===== config.mk =====
export PLATFORM = sky130hd
export DESIGN_NAME = rcd_fanout_reg
export DESIGN_NICKNAME = d
export VERILOG_FILES = /design/src/rtl/rcd_pkg.sv /design/src/rtl/rcd_mode_ctrl.sv /design/src/rtl/rcd_cs_route.sv /design/src/rtl/rcd_pipe_reg.sv /design/src/rtl/rcd_fanout_reg.sv
export SDC_FILE = /design/constraint.sdc
export NUM_CORES = 1
export LEC_CHECK = 0
export BUFFER_PORTS_ARGS = -buffer_cell sky130_fd_sc_hd__buf_2
export CAP_MARGIN = 0
export CORE_MARGIN = 1
export CORE_UTILIZATION = 25
export DETAILED_ROUTE_END_ITERATION = 8
export PLACE_DENSITY = 0.5
export SLEW_MARGIN = 20
export SYNTH_ARGS = -nofsm -noshare
export SYNTH_HDL_FRONTEND = slang
export SYNTH_SLANG_ARGS = --single-unit

===== constraint.sdc =====
create_clock -name clk_i -period 3.03 [get_ports clk_i]
set_clock_uncertainty 0.2 [all_clocks]
set_input_delay 0.303 -clock clk_i [delete_from_list [all_inputs] [get_ports clk_i]]
set_output_delay 0.303 -clock clk_i [all_outputs]
set_load 0.05 [all_outputs]

===== src/rtl/rcd_pkg.sv =====
`timescale 1ns/1ps
package rcd_pkg;
  typedef enum logic {CS_MODE_DUAL = 1'b0, CS_MODE_QUAD = 1'b1} cs_mode_e;
  localparam int OE_GRP = 3;
  localparam int OE_AC  = 0;
  localparam int OE_CS  = 1;
  localparam int OE_ODT = 2;
endpackage


===== src/rtl/rcd_mode_ctrl.sv =====
`timescale 1ns/1ps
module rcd_mode_ctrl
  import rcd_pkg::*;
(
  input  logic     clk_i,
  input  logic     rst_ni,
  input  logic     quad_sel_ni,
  output cs_mode_e mode_o
);
  logic     run_q;
  cs_mode_e mode_q;
  cs_mode_e strap_mode;

  assign strap_mode = quad_sel_ni ? CS_MODE_DUAL : CS_MODE_QUAD;

  always_ff @(posedge clk_i or negedge rst_ni) begin
    if (!rst_ni) begin
      run_q  <= 1'b0;
      mode_q <= CS_MODE_DUAL;
    end else begin
      run_q <= 1'b1;
      if (!run_q) mode_q <= strap_mode;
    end
  end

  // first edge after release decodes with the live strap, later edges with the held copy
  assign mode_o = run_q ? mode_q : strap_mode;
endmodule


===== src/rtl/rcd_cs_route.sv =====
`timescale 1ns/1ps
module rcd_cs_route
  import rcd_pkg::*;
#(
  parameter int NUM_CS = 4
) (
  input  cs_mode_e          mode_i,
  input  logic [NUM_CS-1:0] cs_n_i,
  output logic              hit_o,
  output logic [NUM_CS-1:0] cs_n_o
);
  localparam int HALF = NUM_CS / 2;
  localparam int CW   = $clog2(NUM_CS + 1);

  logic [NUM_CS-1:0] used_n;
  logic [NUM_CS-1:0] routed_n;
  logic [CW-1:0]     low_cnt;

  for (genvar k = 0; k < NUM_CS; k++) begin : g_lane
    if (k >= HALF) begin : g_upper
      assign used_n[k]   = (mode_i == CS_MODE_QUAD) ? cs_n_i[k] : 1'b1;
      assign routed_n[k] = (mode_i == CS_MODE_QUAD) ? cs_n_i[k] : cs_n_i[k-HALF];
    end else begin : g_lower
      assign used_n[k]   = cs_n_i[k];
      assign routed_n[k] = cs_n_i[k];
    end
  end

  always_comb begin
    low_cnt = '0;
    for (int i = 0; i < NUM_CS; i++) low_cnt = low_cnt + CW'(!used_n[i]);
  end

  assign hit_o  = (low_cnt == CW'(1));
  assign cs_n_o = hit_o ? routed_n : '1;
endmodule


===== src/rtl/rcd_pipe_reg.sv =====
`timescale 1ns/1ps
module rcd_pipe_reg #(
  parameter int           W       = 1,
  parameter logic [W-1:0] RST_VAL = '0
) (
  input  logic         clk_i,
  input  logic         rst_ni,
  input  logic         en_i,
  input  logic [W-1:0] d_i,
  output logic [W-1:0] q_o
);
  always_ff @(posedge clk_i or negedge rst_ni) begin
    if (!rst_ni)   q_o <= RST_VAL;
    else if (en_i) q_o <= d_i;
  end
endmodule


===== src/rtl/rcd_fanout_reg.sv =====
`timescale 1ns/1ps
module rcd_fanout_reg
  import rcd_pkg::*;
#(
  parameter int AC_W     = 24,
  parameter int NUM_CS   = 4,
  parameter int NUM_RANK = 2
) (
  input  logic                clk_i,
  input  logic                rst_ni,
  input  logic                quad_sel_ni,
  input  logic [NUM_CS-1:0]   cs_n_i,
  input  logic [AC_W-1:0]     ac_i,
  input  logic [NUM_RANK-1:0] cke_i,
  input  logic [NUM_RANK-1:0] odt_i,
  output logic [NUM_CS-1:0]   cs_n_o,
  output logic [AC_W-1:0]     ac_a_o,
  output logic [AC_W-1:0]     ac_b_o,
  output logic [NUM_RANK-1:0] cke_a_o,
  output logic [NUM_RANK-1:0] cke_b_o,
  output logic [NUM_RANK-1:0] odt_a_o,
  output logic [NUM_RANK-1:0] odt_b_o,
  output logic [OE_GRP-1:0]   oe_o
);
  localparam int NUM_SIDE = 2;

  cs_mode_e          mode;
  logic              hit;
  logic [NUM_CS-1:0] cs_next;

  logic [NUM_SIDE-1:0][AC_W-1:0]     ac_q;
  logic [NUM_SIDE-1:0][NUM_RANK-1:0] cke_q;
  logic [NUM_SIDE-1:0][NUM_RANK-1:0] odt_q;

  rcd_mode_ctrl u_mode (
    .clk_i       (clk_i),
    .rst_ni      (rst_ni),
    .quad_sel_ni (quad_sel_ni),
    .mode_o      (mode)
  );

  rcd_cs_route #(.NUM_CS(NUM_CS)) u_route (
    .mode_i (mode),
    .cs_n_i (cs_n_i),
    .hit_o  (hit),
    .cs_n_o (cs_next)
  );

  rcd_pipe_reg #(.W(NUM_CS), .RST_VAL({NUM_CS{1'b1}})) u_cs_reg (
    .clk_i  (clk_i),
    .rst_ni (rst_ni),
    .en_i   (1'b1),
    .d_i    (cs_next),
    .q_o    (cs_n_o)
  );

  // one flop set per side so each side drives its own load
  for (genvar s = 0; s < NUM_SIDE; s++) begin : g_side
    rcd_pipe_reg #(.W(AC_W), .RST_VAL('0)) u_ac_reg (
      .clk_i  (clk_i),
      .rst_ni (rst_ni),
      .en_i   (hit),
      .d_i    (ac_i),
      .q_o    (ac_q[s])
    );
    rcd_pipe_reg #(.W(NUM_RANK), .RST_VAL('0)) u_cke_reg (
      .clk_i  (clk_i),
      .rst_ni (rst_ni),
      .en_i   (1'b1),
      .d_i    (cke_i),
      .q_o    (cke_q[s])
    );
    rcd_pipe_reg #(.W(NUM_RANK), .RST_VAL('0)) u_odt_reg (
      .clk_i  (clk_i),
      .rst_ni (rst_ni),
      .en_i   (1'b1),
      .d_i    (odt_i),
      .q_o    (odt_q[s])
    );
  end

  for (genvar g = 0; g < OE_GRP; g++) begin : g_oe
    rcd_pipe_reg #(.W(1), .RST_VAL(1'b0)) u_oe_reg (
      .clk_i  (clk_i),
      .rst_ni (rst_ni),
      .en_i   (1'b1),
      .d_i    (1'b1),
      .q_o    (oe_o[g])
    );
  end

  assign ac_a_o  = ac_q[0];
  assign ac_b_o  = ac_q[1];
  assign cke_a_o = cke_q[0];
  assign cke_b_o = cke_q[1];
  assign odt_a_o = odt_q[0];
  assign odt_b_o = odt_q[1];
endmodule


Yosys cells after proc, flatten, opt, wreduce, memory -nomap -nowiden
Index checks and enable logic that the tools add are counted.
Word-level totals
  register bits after elaboration: 34
  bits of input ports: 35
  output and inout bits: 63
  logic and storage cells: 21
Cells by class
  add/subtract/negate cells: 3
  equality and inequality tests: 1
  mux-type cells: 7
  reduce and logical (&&, ||, !) cells: 4
Operators by type and width (number)
  $add A3 B1 Y3: 2
  $mux W1: 6
  $logic_not A1 Y1: 4
  $mux W4: 1
  $eq A3 B1 Y1 const B: 1
  $add A1 B1 Y2: 1

Logic depth before layout (Yosys ltp)
  depth in word-level cells: 8
  mapped depth: 10
  gate-level depth less buffers: 8

Hierarchy
From an unflattened synthesis, not the netlist that was laid out.
Unflattened totals
  cells, all modules: 152
  area total of the unflattened synthesis: 2730.1 um^2
Modules (own cells, without submodules)
  rcd_pipe_reg (g_side[0].u_ac_reg ...): times used 2, cells each 51, area an instance 997.2 um^2, seq. area each 600.6 um^2
  rcd_pipe_reg (g_side[0].u_cke_reg ...): times used 4, cells each 4, area an instance 72.6 um^2, seq. area each 50.0 um^2
  rcd_pipe_reg (u_cs_reg): times used 1, cells each 8, area an instance 150.1 um^2, seq. area each 105.1 um^2
  rcd_pipe_reg (g_oe[0].u_oe_reg ...): times used 3, cells each 2, area an instance 40.0 um^2, seq. area each 25.0 um^2
  rcd_cs_route: times used 1, cells each 14, area an instance 108.9 um^2, seq. area each 0.0 um^2
  rcd_mode_ctrl: times used 1, cells each 5, area an instance 62.6 um^2, seq. area each 50.0 um^2
  rcd_fanout_reg: times used 1, cells each 1, area an instance 3.8 um^2, seq. area each 0.0 um^2

Least setup slack after synthesis
Ideal clock, no wire load.
  path kind: register to register
  start point: reg u_mode.run_q
  end point: reg g_side[1].u_ac_reg.q_o[10]
  library setup time: 0.125 ns
  arrival time: 2.474 ns
  data required time: 2.705 ns
  slack: 0.231 ns
  cell stages (with the launch flop): 11
  path buffers: 2
  period minus slack after synthesis: 2.799 ns
  path through: dfrtp_1 > nor2_1 > or2_2 > clkbuf_1 > nand2b_1 > fa_1 > inv_1 > ha_1 > nor3_4 > buf_6 > mux2_2
On the way
  word-level cells in the longest chain between the ends: 6
  elaborated cells on any way between the ends: 8
  classes of those cells: add/sub (2); eq/ne (1); mux (3); reduce/logical (2)
Ends and longest elaborated chain
  start: declaration: RTL line rcd_mode_ctrl.sv:10  | logic run_q;
  start signal: assignment: RTL line rcd_mode_ctrl.sv:18  | run_q <= 1'b0;
  start signal: assignment: RTL line rcd_mode_ctrl.sv:21  | run_q <= 1'b1;
  $mux W1 *
  via mode: RTL line rcd_fanout_reg.sv:27  | cs_mode_e mode;
  $mux W1: RTL line rcd_cs_route.sv:21  | assign used_n[k] = (mode_i == CS_MODE_QUAD) ? cs_n_i[k] : 1'b1;
  $logic_not A1 Y1: RTL line rcd_cs_route.sv:31  | for (int i = 0; i < NUM_CS; i++) low_cnt = low_cnt + CW'(!used_n[i]);
  $add A3 B1 Y3: RTL line rcd_cs_route.sv:31
  $add A3 B1 Y3 *: RTL line rcd_cs_route.sv:31
  $eq A3 B1 Y1 *: RTL line rcd_cs_route.sv:34  | assign hit_o = (low_cnt == CW'(1));
  end signal: assignment: RTL line rcd_pipe_reg.sv:14  | else if (en_i) q_o <= d_i;
  end: declaration: RTL line rcd_pipe_reg.sv:10  | output logic [W-1:0] q_o
The timed path passes the listed nets; every way through them passes the cells marked *.
A chain may end at the register's enable or synchronous reset.

Worst setup path after layout
  start point: reg u_mode.run_q
  end point: reg g_side[1].u_ac_reg.q_o[6]
On the way
  word-level cells in the longest chain between the ends: 6
  elaborated cells on any way between the ends: 8
  classes of those cells: add/sub (2); eq/ne (1); mux (3); reduce/logical (2)
Ends and longest elaborated chain (RTL line)
  $mux W1 *
  $mux W1: rcd_cs_route.sv:21
  $logic_not A1 Y1: rcd_cs_route.sv:31
  $add A3 B1 Y3: rcd_cs_route.sv:31
  $add A3 B1 Y3 *: rcd_cs_route.sv:31
  $eq A3 B1 Y1 *: rcd_cs_route.sv:34
Every way passes the cells marked *; elsewhere a longest branch is shown, timed or not.

==> impl_results.md <==
- Status: complete, no violations
- Post-DRT Antenna Nets: 0
- Post-Syn Area: 0.00153 mm²
- Worst r2r path cells: 9
- CORE AREA: between 0.005 and 0.006 mm²
- Pin count of the biggest net entering global routing: 35
- Setup WS pre-CTS: 0.374 ns
- CP startpoint kind: register
- Layout Nets: 226
- Final cell count without fillers: 264
- CTS H-tree depth: 2
- Row Count: 28
- Clock Sinks: 34
- Die X-Extent: 80.1 µm
- CP max stage delay: 0.42 ns
- Worst path required time: 2.99 ns
- Post-DP HPWL: about 2000 µm
- Worst Path Buf+Inv: 2
- Gpl congestion: 0.660
- Final Hold Violating Endpoints: 0
- Initial antenna violation count: 0
- Drt wl/cell: 10.4 µm
- Hold Startpoint: cs_n_i[0]
- Drt total wl: 2750 µm
- Initial DRC count: 17
- Drt drc: 0
- Max Fclk: 0.379 GHz
- Hold Path Stages: 3
- Fillcell total: 616
- # resized after CTS: 0
- Setup WS post-layout: 0.388 ns
- Fin crit period: 2.64 ns
- Worst Path Max Fanout: 28
- Diodes inserted: 0
- Syn Nets: 150
- Gr usage total: 0.0914
- Largest cells by area after synthesis: dfrtp_1 49%, mux2_2 18%, buf_4 15%
- HP Class: input port to register
- Share of cells above drive strength 1: 0.720
- Initial Util: 0.258
- TritonCTS Buffers: 5
- Register-to-register setup slack: approximately 0.39 ns
- Worst R2R Start: u_mode.run_q
- Root Driver: clkbuf_8
- Final period util: 0.872
- Setup violators final: 0
- Vias post-DR: 1044
- Cells after Synth: between 100 and 150
- Vias per std cell: 3.95
- Hold Path Sink: u_cs_reg.q_o[0]
- CP Cell Sequence: nor2_1 > or2_2 > nand2b_1 > fa_1 > inv_1 > ha_1 > nor3_4 > buf_12 > mux2_2
- Top cell type's share of synthesized area: 0.492
- First-pass GRT wire length: 4350 µm
- # placed instances: 251
- CTS tree: yes
- Syn avg cell area: 13.6 µm²
- RSZ-0062 raised after global routing: no
- Top Ports: 98
- Worst-Skew Late Latency: roughly 0.28 ns
- GRT overflow: 0
- Worst Path Arrival: 2.60 ns
- Reg clk slew, reported paths: 0.07 ns
- Yosys top cell by area: dfrtp_1
- Layout Area Growth over Synthesis: 31.8%
- Buffers added on ports: 97
- Number of synthesis warnings: 0
- Crit path kind: register to register
- Yosys cell types: 18
- Top delay family on crit path: adder cells
- Max-Cap Viols: 0
- Clk buf depth: 2
- Critical path endpoint category: register
- Flops & latches, synth: 34
- Capture point of the worst reg-to-reg path: g_side[1].u_ac_reg.q_o[6]
- Die extent in y: between 80 and 90 µm
- Slew @ Worst Pin: around 0.74 ns
- Seq/Total Area, Yosys: 0.561
- Slowest CP cell: fa_1
- Rel. slew slack: 0.507
- Max Slew Vio Count: 0
- Vias in the first global route: 926
- Total negative slack: 0 ns
- Total Die Area: 0.00642 mm²
- Detailed Routing Iterations Pass 1: 4
per-stage QoR:
stage          hold slack (ns)  utilization  cell area [µm²]
6_report                0.0478        0.340             2010
5_1_grt                 0.0397        0.340             2010
4_1_cts                 0.0387        0.340             2010
3_5_place_dp             0.216        0.315             1870
3_3_place_gp             0.212        0.315             1870
2_1_floorplan           -0.193            -             1530
tightest hold or removal path, delay by kind of cell:
kind          cells  cell delay [ns]
simple gates      1             0.06
buf+inv           2             0.13
synth_stat cells:
cell,n
buf_4,31
mux2_2,24
nor2_1,1
inv_1,4
o211ai_1,2
nand2b_1,2
o21ai_0,2
ha_1,2
conb_1,1
or2_2,1
and2_1,1
dfstp_2,4
nand2_1,2
fa_1,1
nor3_4,1
buf_6,2
dfrtp_1,30
clkbuf_1,1
layer usage:
metal / share of wire / GRT usage / wire length [µm] / vias up
met5: 0 / 0 / 0 / -
met2: 0.43 / 0.145 / 1180 / 71
met1: 0.46 / 0.108 / 1250 / 484
met3: 0.090 / 0.0250 / 248 / 5
met4: 0.025 / 0.0589 / 68 / 0
li1: - / - / - / 484
cell families after synthesis:
family                     count (synthesis)  synth area share
AOI/OAI and AO/OA                          4            0.0164
adders and majority gates                  3            0.0295
buffers and inverters                     38             0.179
DFF                                       34             0.561
muxes                                     24             0.177
other                                      1           0.00246
and+or+nand+nor                            8            0.0344
cells in the final DEF, fill, tap and decap left out:
cell type,n
ha_1,2
clkinv_2,1
buf_2,97
fa_1,1
o21ai_0,2
dlygate4sd3_1,5
clkinvlp_4,1
dfrtp_1,30
and2_1,1
nor2_1,1
buf_12,1
nand2b_1,2
mux2_2,24
o211ai_1,2
nand2_1,2
dfstp_2,4
nor3_4,1
clkbuf_8,6
or2_2,1
inv_1,4
conb_1,1
how the worst max path moves through the flow:
stage                 start                          to  slack (ns)  cells past startpoint
2_1_floorplan  u_mode.run_q  g_side[1].u_ac_reg.q_o[10]        0.23                     10
3_3_place_gp    quad_sel_ni  g_side[1].u_ac_reg.q_o[13]        0.42                     10
3_5_place_dp    quad_sel_ni  g_side[1].u_ac_reg.q_o[14]        0.37                     10
4_1_cts        u_mode.run_q  g_side[1].u_ac_reg.q_o[14]        0.37                      9
5_1_grt        u_mode.run_q  g_side[1].u_ac_reg.q_o[17]        0.25                      9
6_report       u_mode.run_q   g_side[1].u_ac_reg.q_o[6]        0.39                      9
flip-flops by register name, summed over array words and instances (netlist names):
signal and cells:
g_side.u_ac_reg.q_o 24, u_mode.run_q 1, g_side.u_cke_reg.q_o 2, u_mode.mode_q 1, g_side.u_odt_reg.q_o 2, u_cs_reg.q_o 4
final cells by class:
cell class,instances,area [µm²],area share
flip-flops and latches,34,856,0.425
repair buffers,103,556,0.276
multi-input cells,40,397,0.197
well taps,75,93.8,0.0466
clock buffers,6,82.6,0.0410
inverters,4,15.0,0.00746
clock inverters,2,12.5,0.00622
what timing repair did:
action                    4_1_cts  5_1_grt
setup buffers                   0        0
hold endpoints to repair       34        0
hold buffers                    5        0
Power is left out: the tool's default activity adds up to more than one toggle a clock period on the data nets, which glitch-free logic cannot reach.
